$ cat config.mk
export PLATFORM = sky130hd
export DESIGN_NAME = rtc_regport
export DESIGN_NICKNAME = d
export VERILOG_FILES = /design/src/rtl/rtc_regport_pkg.sv /design/src/rtl/rtc_index_latch.sv /design/src/rtl/rtc_byte_store.sv /design/src/rtl/rtc_ctrl_regs.sv /design/src/rtl/rtc_regport.sv
export SDC_FILE = /design/constraint.sdc
export NUM_CORES = 2
export LEC_CHECK = 0
export CAP_MARGIN = 30
export CORE_AREA = 2 2 341 343
export CTS_CLUSTER_DIAMETER = 200
export DETAILED_ROUTE_END_ITERATION = 8
export DIE_AREA = 0 0 343 345
export PLACE_DENSITY = 0.62
export SYNTH_ARGS = -nofsm -noshare
export SYNTH_HDL_FRONTEND = slang
export SYNTH_SLANG_ARGS = --single-unit
$ cat constraint.sdc
create_clock -name clk -period 7.52 [get_ports clk]
set_input_delay 1.128 -clock clk [delete_from_list [all_inputs] [get_ports clk]]
set_output_delay 1.128 -clock clk [all_outputs]
set_load 0.005 [all_outputs]
$ cat src/rtl/rtc_regport_pkg.sv
package rtc_regport_pkg;
   localparam int BYTE_W = 8;

   localparam int IX_CTRL_A = 10;
   localparam int IX_CTRL_B = 11;
   localparam int IX_STAT_C = 12;
   localparam int IX_STAT_D = 13;

   localparam logic [BYTE_W-1:0] A_POWERUP = 8'h26;
   localparam logic [BYTE_W-1:0] B_POWERUP = 8'h02;
   localparam logic [BYTE_W-1:0] D_FIXED   = 8'h80;

   localparam int A_BUSY   = 7;
   localparam int B_FREEZE = 7;
   localparam int B_PER_EN = 6;
   localparam int B_ALM_EN = 5;
   localparam int B_UPD_EN = 4;
   localparam int B_SQW_EN = 3;

   localparam logic [BYTE_W-1:0] C_ANY = 8'h80;
   localparam logic [BYTE_W-1:0] C_PER = 8'h40;
   localparam logic [BYTE_W-1:0] C_ALM = 8'h20;
   localparam logic [BYTE_W-1:0] C_UPD = 8'h10;

   typedef enum logic [1:0] {
      SEL_A = 2'd0,
      SEL_B = 2'd1,
      SEL_C = 2'd2,
      SEL_D = 2'd3
   } ctrl_sel_e;
endpackage

$ cat src/rtl/rtc_index_latch.sv
module rtc_index_latch #(
   parameter int IDX_W = 7
) (
   input  logic             clk,
   input  logic             rst_n,
   input  logic             load,
   input  logic [7:0]       wdata,
   output logic [IDX_W-1:0] index
);
   generate
      if (IDX_W < 4 || IDX_W > 7) begin : g_bad_width
         $error("rtc_index_latch: IDX_W must be 4..7");
      end
   endgenerate

   always_ff @(posedge clk) begin
      if (!rst_n) index <= '0;
      else if (load) index <= wdata[IDX_W-1:0];
   end

   p_index_load_r1: assert property (@(posedge clk) disable iff (!rst_n)
      load |=> index == $past(wdata[IDX_W-1:0]));
endmodule

$ cat src/rtl/rtc_byte_store.sv
module rtc_byte_store #(
   parameter int IDX_W       = 7,
   parameter bit CLEAR_STORE = 1'b1
) (
   input  logic             clk,
   input  logic             rst_n,
   input  logic             we,
   input  logic [IDX_W-1:0] addr,
   input  logic [7:0]       wdata,
   output logic [7:0]       rdata
);
   localparam int DEPTH = 1 << IDX_W;

   logic [7:0] mem [DEPTH];

   generate
      if (CLEAR_STORE) begin : g_cleared
         always_ff @(posedge clk) begin
            if (!rst_n) begin
               for (int i = 0; i < DEPTH; i++) mem[i] <= '0;
            end else if (we) begin
               mem[addr] <= wdata;
            end
         end
      end else begin : g_plain
         always_ff @(posedge clk) begin
            if (we) mem[addr] <= wdata;
         end
      end
   endgenerate

   assign rdata = mem[addr];

   p_store_write_r2: assert property (@(posedge clk) disable iff (!rst_n)
      we |=> rdata == $past(wdata) || addr != $past(addr));
endmodule

$ cat src/rtl/rtc_ctrl_regs.sv
module rtc_ctrl_regs
   import rtc_regport_pkg::*;
(
   input  logic        clk,
   input  logic        rst_n,
   input  logic        warm_rst,
   input  logic        wr,
   input  logic        rd,
   input  ctrl_sel_e   sel,
   input  logic [7:0]  wdata,
   input  logic        ev_update_start,
   input  logic        ev_update_end,
   input  logic        ev_alarm,
   input  logic        ev_periodic,
   output logic [7:0]  rdata,
   output logic [7:0]  reg_a,
   output logic [7:0]  reg_b,
   output logic [7:0]  reg_c,
   output logic        irq
);
   logic [7:0] a_n, b_n, c_n, ev_bits;
   logic       irq_n, raise, clr_c;
   logic       wr_a, wr_b, wr_c, wr_d;

   assign wr_a  = wr && sel == SEL_A;
   assign wr_b  = wr && sel == SEL_B;
   assign wr_c  = wr && sel == SEL_C;
   assign wr_d  = wr && sel == SEL_D;
   assign clr_c = rd && sel == SEL_C;

   always_comb begin
      ev_bits = '0;
      raise   = 1'b0;
      if (ev_update_end) begin
         ev_bits |= C_UPD;
         if (reg_b[B_UPD_EN]) begin
            ev_bits |= C_ANY;
            raise    = 1'b1;
         end
      end
      if (ev_alarm && reg_b[B_ALM_EN]) begin
         ev_bits |= C_ANY | C_ALM;
         raise    = 1'b1;
      end
      if (ev_periodic && reg_b[B_PER_EN]) begin
         ev_bits |= C_ANY | C_PER;
         raise    = 1'b1;
      end
   end

   always_comb begin
      a_n = reg_a;
      if (wr_a) a_n = {reg_a[A_BUSY], wdata[6:0]};
      if (ev_update_start && !reg_b[B_FREEZE]) a_n[A_BUSY] = 1'b1;
      if (ev_update_end) a_n[A_BUSY] = 1'b0;
      if (wr_b && wdata[B_FREEZE]) a_n[A_BUSY] = 1'b0;
   end

   always_comb begin
      b_n = reg_b;
      if (wr_b) begin
         b_n = wdata;
         if (wdata[B_FREEZE]) b_n[B_UPD_EN] = 1'b0;
      end
      if (warm_rst) begin
         b_n[B_PER_EN] = 1'b0;
         b_n[B_ALM_EN] = 1'b0;
         b_n[B_SQW_EN] = 1'b0;
      end
   end

   always_comb begin
      c_n   = (clr_c ? 8'h00 : reg_c) | ev_bits;
      irq_n = (irq && !clr_c) || raise;
      if (warm_rst) begin
         c_n   = c_n & ~(C_ANY | C_PER | C_ALM | C_UPD);
         irq_n = 1'b0;
      end
   end

   always_ff @(posedge clk) begin
      if (!rst_n) begin
         reg_a <= A_POWERUP;
         reg_b <= B_POWERUP;
         reg_c <= '0;
         irq   <= 1'b0;
      end else begin
         reg_a <= a_n;
         reg_b <= b_n;
         reg_c <= c_n;
         irq   <= irq_n;
      end
   end

   always_comb begin
      unique case (sel)
         SEL_A:   rdata = reg_a;
         SEL_B:   rdata = reg_b;
         SEL_C:   rdata = reg_c;
         default: rdata = D_FIXED;
      endcase
   end

   logic any_ev;
   assign any_ev = ev_update_start || ev_update_end || ev_alarm || ev_periodic;

   p_busy_readonly_r3: assert property (@(posedge clk) disable iff (!rst_n)
      wr_a && !any_ev |=> reg_a[A_BUSY] == $past(reg_a[A_BUSY]));
   p_freeze_masks_r4: assert property (@(posedge clk) disable iff (!rst_n)
      wr_b && wdata[B_FREEZE] |=> !reg_b[B_UPD_EN] && !reg_a[A_BUSY]);
   p_status_nowrite_r5: assert property (@(posedge clk) disable iff (!rst_n)
      (wr_c || wr_d) && !any_ev && !warm_rst |=> $stable(reg_c) && $stable(irq));
   p_read_clears_r6: assert property (@(posedge clk) disable iff (!rst_n)
      clr_c && !any_ev |=> reg_c == 8'h00 && !irq);
   p_upd_flag_r7: assert property (@(posedge clk) disable iff (!rst_n)
      ev_update_end && !warm_rst |=> reg_c[4] && !reg_a[A_BUSY]);
   p_warm_clear_r11: assert property (@(posedge clk) disable iff (!rst_n)
      warm_rst |=> reg_c == 8'h00 && !irq && !reg_b[B_PER_EN] && !reg_b[B_ALM_EN] && !reg_b[B_SQW_EN]);
   p_irq_holds_r12: assert property (@(posedge clk) disable iff (!rst_n)
      irq && !clr_c && !warm_rst |=> irq);
endmodule

$ cat src/rtl/rtc_regport.sv
module rtc_regport
   import rtc_regport_pkg::*;
#(
   parameter int IDX_W       = 7,
   parameter bit CLEAR_STORE = 1'b1
) (
   input  logic       clk,
   input  logic       rst_n,
   input  logic       warm_rst,
   input  logic       bus_cs,
   input  logic       bus_we,
   input  logic       bus_addr,
   input  logic [7:0] bus_wdata,
   output logic [7:0] bus_rdata,
   input  logic       ev_update_start,
   input  logic       ev_update_end,
   input  logic       ev_alarm,
   input  logic       ev_periodic,
   output logic [7:0] ctrl_a,
   output logic [7:0] ctrl_b,
   output logic       irq
);
   generate
      if (IDX_W < 4 || IDX_W > 7) begin : g_bad_idx
         $error("rtc_regport: IDX_W must be 4..7");
      end
   endgenerate

   logic [IDX_W-1:0] index;
   logic             idx_load, data_wr, data_rd, ctrl_hit;
   logic [7:0]       ctrl_rdata, store_rdata, status_c;
   ctrl_sel_e        sel;

   assign idx_load = bus_cs && bus_we && !bus_addr;
   assign data_wr  = bus_cs && bus_we && bus_addr;
   assign data_rd  = bus_cs && !bus_we && bus_addr;
   assign ctrl_hit = int'(index) >= IX_CTRL_A && int'(index) <= IX_STAT_D;
   assign sel      = ctrl_sel_e'(2'(int'(index) - IX_CTRL_A));

   rtc_index_latch #(.IDX_W(IDX_W)) u_index (
      .clk   (clk),
      .rst_n (rst_n),
      .load  (idx_load),
      .wdata (bus_wdata),
      .index (index)
   );

   rtc_byte_store #(.IDX_W(IDX_W), .CLEAR_STORE(CLEAR_STORE)) u_store (
      .clk   (clk),
      .rst_n (rst_n),
      .we    (data_wr && !ctrl_hit),
      .addr  (index),
      .wdata (bus_wdata),
      .rdata (store_rdata)
   );

   rtc_ctrl_regs u_ctrl (
      .clk             (clk),
      .rst_n           (rst_n),
      .warm_rst        (warm_rst),
      .wr              (data_wr && ctrl_hit),
      .rd              (data_rd && ctrl_hit),
      .sel             (sel),
      .wdata           (bus_wdata),
      .ev_update_start (ev_update_start),
      .ev_update_end   (ev_update_end),
      .ev_alarm        (ev_alarm),
      .ev_periodic     (ev_periodic),
      .rdata           (ctrl_rdata),
      .reg_a           (ctrl_a),
      .reg_b           (ctrl_b),
      .reg_c           (status_c),
      .irq             (irq)
   );

   always_comb begin
      if (!bus_addr)     bus_rdata = 8'hFF;
      else if (ctrl_hit) bus_rdata = ctrl_rdata;
      else               bus_rdata = store_rdata;
   end

   p_irq_has_flag_r12: assert property (@(posedge clk) disable iff (!rst_n)
      irq |-> status_c[7]);
endmodule

==> summary.txt <==
Critical path
  – Worst Path Max Fanout: 58
  – Worst Setup Path Type: reg -> out
  – Worst Reg-to-Reg Cells: 6
  – Worst Path Arrival: roughly 4.9 ns
  – Register-to-Register Setup Slack: 4.00 ns
  – Kind of end point of the critical path: output port
  – Startpoint Class: register
  – Endpoint required time on the critical path: ~6.4 ns

Clocking
  – CTS tree: yes
  – Clock latency of the later-clocked register in the worst-skew pair: 0.70 ns
  – Hold bufs inserted after CTS: 0
  – CTS-repair resized insts: 0
  – Setup Fix Bufs, Post-CTS: 0
  – Clock-pin slew of the registers on the worst-case setup and hold paths: 0.06 ns
  – H-tree lvl count: 3
  – Cts bufs inserted: 110
  – Buffer type at the clock tree root: clkbuf_16
  – Maximum root-to-sink buffer count: 3
  – Clk sink count: 1059

Die
  – Std-Cell Rows: 125
  – Initial Util: roughly 43%
  – Die outline area: between 100000 and 150000 um^2
  – I/O pins: 43
  – Area of the core: between 100000 and 150000 um^2
  – Die width: between 300 and 400 um
  – Die boundary height: ~350 um

Drt
  – Post-route DRC: 0
  – Drt first pass iters: 5
  – Count of antenna-violating nets left after detailed routing: 0
  – Final Routed Wirelength: between 100 and 150 mm
  – Average detailed-routed wire length per instance: roughly 25 um
  – Number of design-rule violations left by the first detailed-router iteration: roughly 3000
  – Total vias in the final route: approximately 29000
  – Vias per std cell: approximately 5.6

Synthesis
  – Post-Synthesis Cell Area: approximately 49000 um^2
  – Mux cell area share after synthesis: about 13%
  – Average instance area after synthesis: ~14 um^2
  – Combinational family with the most area after synthesis: simple AND/OR/NAND/NOR gates
  – Leading post-synthesis cells by instance count: 1024 x edfxtp_1, 952 x and2_1, 204 x mux2i_1
  – FFs w/ async S/R, synth: 0%
  – Post-synthesis share of cell area spent on full adders, half adders and majority gates: 0%
  – Area share of the largest cell type after synthesis: between 60% and 70%
  – Top area cells in the synthesized netlist: edfxtp_1 63%, and2_1 12%, mux4_2 8.1%, mux2i_1 4.2%, clkbuf_1 1.5%
  – Most common cell in the netlist: edfxtp_1
  – Number of storage elements in the synthesis netlist: around 1100
  – Most used flip-flop cell after synthesis: edfxtp_1
  – Cell type with the largest total area after synthesis: edfxtp_1
  – Number of library cell types mapped by synthesis: 51
  – Share of synthesized cell area in and, or, nand and nor gates: between 15 and 20%
  – Yosys warns: 0
  – Post-Syn Instances: 3421
  – Compound-Gate Fraction of Synth Area: under 10%
  – Fraction of synthesized cell area in xor and xnor cells: less than 1%
  – Post-synth EDFFs: just over 1000
  – Part of the Yosys area used for sequential elements: between 60 and 70%

STA
  – Achievable frequency: between 150 and 200 MHz
  – Worst relative slew slack: around 28%
  – Hold violation total from the final report: 0
  – Worst Max-Slew Pin Slew: 1.08 ns
  – Worst-case hold slack: around 0.47 ns
  – Final count of pins violating max slew: 0
  – Worst-case setup margin in the final layout: around 1.5 ns
  – Fin crit share: around 80%
  – Setup repair after global routing missed its margin: no
  – Count of final setup violators: 0
  – Time the final worst path needs with I/O delays and setup: between 6 and 7 ns
  – TNS Setup: 0 ns
  – Post-Route Skew: 0.0307 ns

Run
  – Max-Cap Viols: 0

Global route
  – Antenna violations before repair: 3
  – Overall track demand over capacity in global routing: 21.8%
  – Number of global-route vias before repair: a little under 30000
  – Grt total ovfl: 0
  – Wire length of the first global-routing pass: between 150 and 200 mm
  – Largest net degree at the start of global routing: between 80 and 90

Hold path
  – Depth of the worst hold-timing path: 2
  – Path type of the worst min-delay path: reg -> reg

Power and ir drop
  – Power per Cell Area: 236 nW/um^2
  – Worst-case vdd ir drop: 0.000177 V
  – Leak pwr: 19.2 nW
  – Final Power: roughly 13 mW

Cells and area
  – Count of nets after finishing: approximately 3500
  – Area growth syn-to-layout: 12.2%
  – Fraction of layout instances using a drive strength above 1: 15.6%
  – # diodes: 0

Place
  – Weighted congestion reported at the end of routability-driven placement: ~0.89
  – DP Worst Slack: about 2.2 ns
  – HPWL after detailed placement: roughly 80 mm
  – Buffers added on ports: 42

Outcome
  – Result of the run: finished clean
## critical path, cell delays in order, from the launching register on
cell and delay [ns]:
dfxtp_4 0.96, buf_12 0.36, nor2_1 0.24, buf_6 0.26, a22oi_1 0.30, a21oi_1 0.15, nor4_1 0.42, o211ai_1 0.25
a21oi_1 0.56, clkdlybuf4s50_1 0.61
## cell families (layout without fill, tap and decap cells)
| group | after synthesis | after routing |
|---|---|---|
| compound gates | 356 | 356 |
| xor+xnor | 1 | 1 |
| buf+inv | 291 | 425 |
| flops | 1059 | 1059 |
| mux | 407 | 407 |
| other cells | 1 | 32 |
| simple gates | 1306 | 1306 |
## power breakdown
group          internal (mW)  switching (mW)  total [mW]  leakage (nW)
clock                   3.20            2.32        5.51          1.76
sequential              6.65          0.0830        6.73          10.8
combinational          0.259           0.485       0.744          6.64
total                   10.1            2.88        13.0          19.2
## stage by stage
stage | instances | area, um^2 | util, %
after global placement | 4827 | 50900 | 44.3
after floorplan | 3452 | 49200 | -
after detailed placement | 4896 | 51400 | 44.6
final | 5110 | 55100 | 47.9
after global routing | 5110 | 55100 | 47.9
after CTS | 5101 | 55000 | 47.8
## layout make-up
class	instances	area, um^2
clock buffer	145	2990
clock inverter	60	616
fill	9966	60000
inverter	7	26.3
multi-input combinational	2102	16400
sequential	1059	31500
tap	1524	1910
timing repair buffer	213	1730
## layer usage
layer  vias up  track usage [%]  routed length (um)
met4         0             5.87                2980
met2      1024             35.5               62900
met3       173             3.93                9300
met1     14700             30.0               54300
met5         -                0                   0
li1      12800                -                   -
## worst paths after layout
kind / startpoint / to
setup reg to reg: u_index.index[6]$_SDFFE_PN0P_ / u_store.mem[75][0]$_SDFFCE_PN0P_
hold reg to reg: u_ctrl.irq$_SDFF_PP0_ / u_ctrl.irq$_SDFF_PP0_
hold / removal: u_ctrl.irq$_SDFF_PP0_ / u_ctrl.irq$_SDFF_PP0_
setup / recovery: register / bus_rdata[6]
## registers in the layout (all words and copies together), names as in the netlist, named ones only
name           flops
u_store.mem     1024
u_ctrl.reg_a       8
u_ctrl.reg_b       8
u_index.index      7
u_ctrl.irq         1
u_ctrl.reg_c       4
## placed cells by master (no fill, tap or decap), drive strengths merged, types with 34 or more instances in the layout
cell type  instances
mux4             176
o22ai             38
a22oi             80
a21oi             34
nand2             39
nor2             160
mux2i            204
clkinv            42
and3              51
edfxtp          1024
o21ai            137
dfxtp             35
buf              179
and2             952
clkbuf           146
Note: power is estimated with default switching activity, not from simulation.
